==> src/rtl/pcd_pkg.sv <==
package pcd_pkg;
  // Strobes issued by the phase control to the datapath.
  typedef struct packed {
    logic cntClr;    // restart the phase counter
    logic loadWork;  // copy configuration into working lengths
    logic goHigh;    // low phase finished, next cycle is high
    logic goLow;     // high phase finished, next cycle is low
  } pcdStrobe_t;
endpackage

==> src/rtl/pcd_datapath.sv <==
module pcd_datapath #(
  parameter int REG_W   = 32,
  parameter int LEN_W   = 3,
  parameter int ON_LSB  = 0,
  parameter int OFF_LSB = 8
) (
  input  logic                 clk,
  input  logic                 rstN,
  input  logic                 cfgWe,
  input  logic [REG_W-1:0]     cfgWdata,
  input  pcd_pkg::pcdStrobe_t  strobe,
  input  logic                 phaseHigh,
  output logic [REG_W-1:0]     cfgRdata,
  output logic                 phaseEnd
);
  localparam logic [REG_W-1:0] FIELD_ONES = {{(REG_W-LEN_W){1'b0}}, {LEN_W{1'b1}}};
  localparam logic [REG_W-1:0] CFG_MASK   = (FIELD_ONES << ON_LSB) | (FIELD_ONES << OFF_LSB);

  logic [REG_W-1:0] cfgReg;
  logic [LEN_W-1:0] onWork;
  logic [LEN_W-1:0] offWork;
  logic [LEN_W-1:0] phaseCnt;
  logic [LEN_W-1:0] target;

  // Programmed value; only the two length fields are stored.
  always_ff @(posedge clk or negedge rstN) begin
    if (!rstN)      cfgReg <= '0;
    else if (cfgWe) cfgReg <= cfgWdata & CFG_MASK;
  end

  // Working lengths, refreshed only at a period boundary.
  always_ff @(posedge clk or negedge rstN) begin
    if (!rstN) begin
      onWork  <= '0;
      offWork <= '0;
    end else if (strobe.loadWork) begin
      onWork  <= cfgReg[ON_LSB +: LEN_W];
      offWork <= cfgReg[OFF_LSB +: LEN_W];
    end
  end

  // Cycle count within the current phase.
  always_ff @(posedge clk or negedge rstN) begin
    if (!rstN)              phaseCnt <= '0;
    else if (strobe.cntClr) phaseCnt <= '0;
    else                    phaseCnt <= phaseCnt + 1'b1;
  end

  assign target   = phaseHigh ? onWork : offWork;
  assign phaseEnd = (phaseCnt == target);
  assign cfgRdata = cfgReg;
endmodule

==> src/rtl/pcd_ctrl.sv <==
module pcd_ctrl (
  input  logic                 clk,
  input  logic                 rstN,
  input  logic                 phaseEnd,
  output pcd_pkg::pcdStrobe_t  strobe,
  output logic                 phaseHigh,
  output logic                 risePulse
);
  logic clkReg;
  logic riseReg;

  always_comb begin
    strobe          = '0;
    strobe.cntClr   = phaseEnd;
    strobe.goHigh   = phaseEnd & ~clkReg;
    strobe.loadWork = phaseEnd & ~clkReg;
    strobe.goLow    = phaseEnd & clkReg;
  end

  always_ff @(posedge clk or negedge rstN) begin
    if (!rstN) begin
      clkReg  <= 1'b0;
      riseReg <= 1'b0;
    end else begin
      if (strobe.goHigh)     clkReg <= 1'b1;
      else if (strobe.goLow) clkReg <= 1'b0;
      riseReg <= strobe.goHigh;
    end
  end

  assign phaseHigh = clkReg;
  assign risePulse = riseReg;
endmodule

==> src/rtl/onoff_clk_div.sv <==
module onoff_clk_div #(
  parameter int REG_W   = 32,
  parameter int LEN_W   = 3,
  parameter int ON_LSB  = 0,
  parameter int OFF_LSB = 8
) (
  input  logic             clkSrc,
  input  logic             rstN,
  input  logic             cfgWe,
  input  logic [REG_W-1:0] cfgWdata,
  output logic [REG_W-1:0] cfgRdata,
  output logic             clkOut,
  output logic             risePulse
);
  pcd_pkg::pcdStrobe_t strobe;
  logic phaseEnd;
  logic phaseHigh;

  pcd_ctrl u_ctrl (
    .clk       (clkSrc),
    .rstN      (rstN),
    .phaseEnd  (phaseEnd),
    .strobe    (strobe),
    .phaseHigh (phaseHigh),
    .risePulse (risePulse)
  );

  pcd_datapath #(
    .REG_W   (REG_W),
    .LEN_W   (LEN_W),
    .ON_LSB  (ON_LSB),
    .OFF_LSB (OFF_LSB)
  ) u_dp (
    .clk       (clkSrc),
    .rstN      (rstN),
    .cfgWe     (cfgWe),
    .cfgWdata  (cfgWdata),
    .strobe    (strobe),
    .phaseHigh (phaseHigh),
    .cfgRdata  (cfgRdata),
    .phaseEnd  (phaseEnd)
  );

  assign clkOut = phaseHigh;
endmodule

==> config.mk <==
export PLATFORM = sky130hd
export DESIGN_NAME = onoff_clk_div
export DESIGN_NICKNAME = d
export VERILOG_FILES = /design/src/rtl/pcd_pkg.sv /design/src/rtl/pcd_datapath.sv /design/src/rtl/pcd_ctrl.sv /design/src/rtl/onoff_clk_div.sv
export SDC_FILE = /design/constraint.sdc
export NUM_CORES = 1
export LEC_CHECK = 0
export CORE_AREA = 2 2 59 61
export CTS_BUF_LIST = sky130_fd_sc_hd__clkbuf_2 sky130_fd_sc_hd__clkbuf_4 sky130_fd_sc_hd__clkbuf_8
export DETAILED_ROUTE_END_ITERATION = 10
export DIE_AREA = 0 0 61 63
export PLACE_DENSITY = 0.76
export RECOVER_POWER = 100
export SETUP_SLACK_MARGIN = 0.15
export SYNTH_ARGS = -nofsm -noshare
export SYNTH_HDL_FRONTEND = slang
export SYNTH_SLANG_ARGS = --single-unit
==> constraint.sdc <==
create_clock -name clkSrc -period 1.7 [get_ports clkSrc]
set_clock_uncertainty 0.1 [all_clocks]
set_input_delay 0.34 -clock clkSrc [delete_from_list [all_inputs] [get_ports clkSrc]]
set_output_delay 0.34 -clock clkSrc [all_outputs]
set_load 0.005 [all_outputs]
* After elaboration in Yosys (flattened, before gate mapping) *
Index checks and enable logic that the tools add are counted.

word-level totals
  input bits = 35
  bits in registers = 17

cells by class
  reduce and logical (&&, ||, !) cells = 1
  equality and inequality tests = 1
  bitwise logic cells = 3
  $add $sub $neg = 1
  multiplexer cells = 4

operators with widths
  cell                   count
  $mux W3                2
  $add A3 B1 Y3 const B  1
  $eq A3 B3 Y1           1
  $and A1 B1 Y1          2
  $mux W1                2
  $reduce_bool A2 Y1     1
  $not A1 Y1             1

* Logic depth before layout (Yosys ltp) *
  depth in word-level cells = 5
  depth in mapped cells = 6

* Modules after synthesis *
From an unflattened synthesis, not the netlist that was laid out.

unflattened totals
  cell total of the unflattened synthesis = 75
  area total of the unflattened synthesis = 910.9 um^2

modules (own cells, without submodules)
  module        instances  area an instance (um^2)  cells each
  pcd_datapath  1          820.8                    68
  pcd_ctrl      1          90.1                     7

* Worst setup path before layout *
OpenSTA, ideal clock, no wires.

  path type = reg2reg
  start = reg u_ctrl.clkReg, in the netlist u_ctrl.phaseHigh
  end = reg u_dp.onWork[0]
  path buffers = 2
  stages on the path, launching flop included = 7
  setup slack = 0.036 ns
  arrival time = 1.439 ns
  path through = dfrtp_1 > buf_6 > mux2i_1 > xor2_1 > and2_1 > buf_6 > mux2_4

RTL lines
  what                    line                source
  from (decl)             pcd_ctrl.sv:9       logic clkReg;
  from (signal assigned)  pcd_ctrl.sv:22      clkReg <= 1'b0;
  from (signal assigned)  pcd_ctrl.sv:25      if (strobe.goHigh) clkReg <= 1'b1;
  from (signal assigned)  pcd_ctrl.sv:26      else if (strobe.goLow) clkReg <= 1'b0;
  to (signal assigned)    pcd_datapath.sv:37  onWork <= cfgReg[ON_LSB +: LEN_W];
  to (decl)               pcd_datapath.sv:20  logic [LEN_W-1:0] onWork;

* Final worst setup path *
  start = reg u_ctrl.clkReg, in the netlist u_ctrl.phaseHigh
  end = reg u_dp.onWork[1]

on the way
  longest elaborated chain between the ends = 3

ends and longest elaborated chain
  what             line                source
  $mux W3          pcd_datapath.sv:49  assign target = phaseHigh ? onWork : offWork;
  $eq A3 B3 Y1     pcd_datapath.sv:50  assign phaseEnd = (phaseCnt == target);
  $and A1 B1 Y1 *  pcd_ctrl.sv:16      strobe.loadWork = phaseEnd & ~clkReg;

Every way passes the cells marked *; elsewhere a longest branch is shown, timed or not.
A chain may end at the register's enable or synchronous reset.

==> report_table.html <==
<table>
<tr><th>Metric</th><th>Value</th></tr>
<tr><th colspan="2">STA</th></tr>
<tr><td>Max-slew headroom</td><td>40.5%</td></tr>
<tr><td>Achievable frequency</td><td>0.596 GHz</td></tr>
<tr><td>Final setup violation count</td><td>0</td></tr>
<tr><td>Max-slew violation count</td><td>0</td></tr>
<tr><td>Setup tns final</td><td>0 ns</td></tr>
<tr><td>Transition time of the tightest slew-check pin</td><td>between 0.8 and 0.9 ns</td></tr>
<tr><td>Hold slack final</td><td>0.474 ns</td></tr>
<tr><td>Hold Vio Cnt, Final</td><td>0</td></tr>
<tr><td>Unrepaired setup endpoints after global routing</td><td>yes</td></tr>
<tr><td>Min cycle time layout</td><td>between 1.5 and 2 ns</td></tr>
<tr><td>Final critical-path setup slack</td><td>0.0231 ns</td></tr>
<tr><td>Fraction of the cycle the final worst path needs</td><td>between 90% and 100%</td></tr>
<tr><th colspan="2">Power and ir drop</th></tr>
<tr><td>Standby leakage power</td><td>0.617 nW</td></tr>
<tr><td>Worst-case vdd ir drop</td><td>between 600 and 700 uV</td></tr>
<tr><td>PD cells</td><td>between 1500 and 2000 nW/um^2</td></tr>
<tr><td>Total power</td><td>0.00203 W</td></tr>
<tr><th colspan="2">Place</th></tr>
<tr><td>Final HPWL from detailed placement</td><td>1.34 mm</td></tr>
<tr><td>Worst setup slack after placement</td><td>0.0386 ns</td></tr>
<tr><td>Count of buffers from port buffering</td><td>16</td></tr>
<tr><td>Final GP Congestion</td><td>0.677</td></tr>
<tr><td>DP Cell Count</td><td>156</td></tr>
<tr><th colspan="2">Logic synthesis</th></tr>
<tr><td>Primary FF master, synth</td><td>dfrtp_1</td></tr>
<tr><td>Share of flip-flops with an asynchronous set or reset after synthesis</td><td>100%</td></tr>
<tr><td>Post-Synthesis Cell Area</td><td>1020 um^2</td></tr>
<tr><td>Proportion of synthesized chip area in sequential cells</td><td>41.7%</td></tr>
<tr><td>Warnings from Yosys</td><td>0</td></tr>
<tr><td>Number of register bits inferred by synthesis</td><td>17</td></tr>
<tr><td>Synthesized instance count</td><td>90</td></tr>
<tr><td>Unique masters post-synth</td><td>23</td></tr>
<tr><td>Mean area per synthesized cell</td><td>11.3 um^2</td></tr>
<tr><td>Number of enable-type register cells in the synthesized netlist</td><td>0</td></tr>
<tr><th colspan="2">Routing</th></tr>
<tr><td>Metal2 WL</td><td>1.01 mm</td></tr>
<tr><td>Met3 wirelength from detailed routing</td><td>123 um</td></tr>
<tr><td>Total number of vias</td><td>~700</td></tr>
<tr><td>DRC errors left</td><td>0</td></tr>
<tr><td>Pre-antenna DRT Iters</td><td>4</td></tr>
<tr><td>Avg Vias per Cell</td><td>4.11</td></tr>
<tr><td>Count of routing violations after the opening detailed-route iteration</td><td>5</td></tr>
<tr><td>Post-route met1 wirelength</td><td>slightly below 700 um</td></tr>
<tr><td>Average wire per standard cell</td><td>10.7 um</td></tr>
<tr><td>Uppermost metal layer occupied by signal nets</td><td>met3</td></tr>
<tr><td>Total Wirelength</td><td>1.81 mm</td></tr>
<tr><td>Antenna viol nets, final</td><td>0</td></tr>
<tr><th colspan="2">Clocking</th></tr>
<tr><td>Clock-pin transition on the worst setup and hold timing paths</td><td>0.09 ns</td></tr>
<tr><td># clock sinks</td><td>17</td></tr>
<tr><td>Clk_lat worst skew</td><td>0.28 ns</td></tr>
<tr><td>Clock tree root driver cell</td><td>clkbuf_4</td></tr>
<tr><td>TritonCTS clock tree</td><td>built</td></tr>
<tr><td>Number of buffers between clock root and the deepest sink</td><td>2</td></tr>
<tr><td>H-tree level count</td><td>1</td></tr>
<tr><td>Clock buffers created by TritonCTS</td><td>3</td></tr>
<tr><th colspan="2">Outcome</th></tr>
<tr><td>Outcome</td><td>finished, final reports clean</td></tr>
<tr><th colspan="2">Worst setup path</th></tr>
<tr><td>WP data required</td><td>about 1.8 ns</td></tr>
<tr><td>Crit path capture type</td><td>flop</td></tr>
<tr><td>Critical Path Source Type</td><td>flop</td></tr>
<tr><td>Critical-path maximum fanout</td><td>4</td></tr>
<tr><td>Critical path start-end classification</td><td>reg2reg</td></tr>
<tr><td>Worst Path Arrival</td><td>1.75 ns</td></tr>
<tr><th colspan="2">Finish</th></tr>
<tr><td>Diode insertion count for antenna repair</td><td>0</td></tr>
<tr><td>Net count, final</td><td>160</td></tr>
<tr><td>Number of non-filler instances in the completed layout</td><td>169</td></tr>
<tr><td>Commonest cells after routing, fill and taps aside</td><td>conb_1, dfrtp_1, buf_4</td></tr>
<tr><td>Area added between synthesis and finish</td><td>26.5%</td></tr>
<tr><td>Leading cell type in the layout, fill and taps excluded</td><td>conb_1</td></tr>
<tr><td>Layout cell share with drive strength beyond 1</td><td>about a third</td></tr>
<tr><th colspan="2">Global route</th></tr>
<tr><td>Via count of the first global-routing pass</td><td>roughly 700</td></tr>
<tr><td>Wire length of the first global-routing pass</td><td>3.11 mm</td></tr>
<tr><td>Pin count of the biggest net entering global routing</td><td>18</td></tr>
<tr><td>Overall global routing resource usage</td><td>between 10% and 20%</td></tr>
<tr><td>Number of antenna violations at the first check in global routing</td><td>0</td></tr>
<tr><td>Remaining global-route overflow</td><td>0</td></tr>
<tr><th colspan="2">Hold path</th></tr>
<tr><td>HP Class</td><td>reg2reg</td></tr>
<tr><th colspan="2">Die</th></tr>
<tr><td>Starting density of the core</td><td>31.6%</td></tr>
<tr><td>I/O pin cnt</td><td>69</td></tr>
<tr><td>Area of the die</td><td>3840 um^2</td></tr>
<tr><td>Core area</td><td>about 3200 um^2</td></tr>
<tr><td>Width of the chip</td><td>between 60 and 70 um</td></tr>
<tr><td>Total number of placement rows</td><td>21</td></tr>
<tr><td>Die height</td><td>63 um</td></tr>
<tr><th colspan="2">Job</th></tr>
<tr><td>Max-Cap Viols</td><td>0</td></tr>
</table>
what timing repair did:
| action | 4_1_cts | 5_1_grt |
|---|---|---|
| endpoints found under the setup margin | 11 | 8 |
| hold buffers | 0 | 0 |
| buffers inserted | 8 | 1 |
| gates resized for setup | 12 | 8 |
| pin swaps | 0 | 4 |
metal layers:
| layer | global-route usage, % | vias up |
|---|---|---|
| li1 | - | 313 |
| met1 | 12.7 | 341 |
| met2 | 18.8 | 41 |
| met3 | 1.86 | 0 |
| met4 | 2.45 | 0 |
| met5 | 0 | - |
path summary, 6_finish.rpt:
check,start,endpoint,slack [ns],cells past startpoint
setup / recovery,u_ctrl.phaseHigh,u_dp.onWork[1],0.02,5
hold / removal,u_dp.onWork[1],u_dp.onWork[1],0.47,1
min in group asynchronous,rstN,u_dp.cfgRdata[1],0.59,2
hold reg to reg,u_dp.onWork[1],u_dp.onWork[1],0.47,1
setup reg to reg,u_ctrl.phaseHigh,u_dp.onWork[1],0.02,5
max in group asynchronous,rstN,u_dp.phaseCnt[2],0.37,2
cell type report:
| cell class | count | area, um^2 |
|---|---|---|
| Tap cell | 46 | 57.6 |
| Clock buffer | 4 | 30.0 |
| Multi-Input combinational cell | 67 | 485 |
| Sequential cell | 17 | 425 |
| Fill cell | 330 | 1940 |
| Timing Repair Buffer | 35 | 293 |
through the flow:
stage	cell area (um^2)	utilization [%]
after global routing	1290	40.0
final	1290	40.0
after global placement	1180	36.4
after detailed placement	1180	36.4
after CTS	1270	39.2
after floorplan	1110	-
flip-flops by register name, indices dropped and copies added, names as in the netlist:
signal and count:
u_ctrl.phaseHigh 1, u_dp.offWork 3, u_dp.onWork 3, u_dp.phaseCnt 3
u_ctrl.risePulse 1, u_dp.cfgRdata 6
worst max-delay path, stage by stage, from the launching register on:
cell	delay, ns
dfrtp_1	0.40
buf_6	0.13
mux2i_2	0.19
xor2_1	0.22
and2_4	0.22
mux2_4	0.30
kinds of logic (layout without fill, tap and decap cells):
kind of cell | after synthesis | count (layout) | share of synthesized area (%)
buf+inv | 31 | 39 | 22.7
flops | 17 | 17 | 41.7
mux | 12 | 12 | 14.0
compound gates | 10 | 10 | 6.37
xor+xnor | 9 | 9 | 9.19
simple gates | 9 | 9 | 4.53
fa+ha+maj | 1 | 1 | 1.23
other cells | 1 | 26 | 0.367
cells in the mapped netlist (2+ instances only):
cell type,number,area share [%]
buf_4,26,19
dfrtp_1,17,42
a21oi_1,6,2.9
mux2_2,6,6.6
xor2_1,4,3.4
mux2_4,3,4.4
mux2i_1,3,2.9
nor3_1,3,1.5
o41ai_1,3,2.6
xnor2_1,3,2.6
buf_6,2,2.2
nor2_1,2,0.74
xor2_2,2,3.2
report_power, final:
| group | leakage [nW] | total, W | internal, W | switching (W) |
|---|---|---|---|---|
| logic | 0.391 | 0.00115 | 0.000656 | 0.000495 |
| clock network | 0.0184 | 0.000224 | 0.000107 | 0.000117 |
| registers | 0.208 | 0.000658 | 0.000536 | 0.000122 |
| total | 0.617 | 0.00203 | 0.00130 | 0.000734 |
Power figures use the tool's default switching activity.
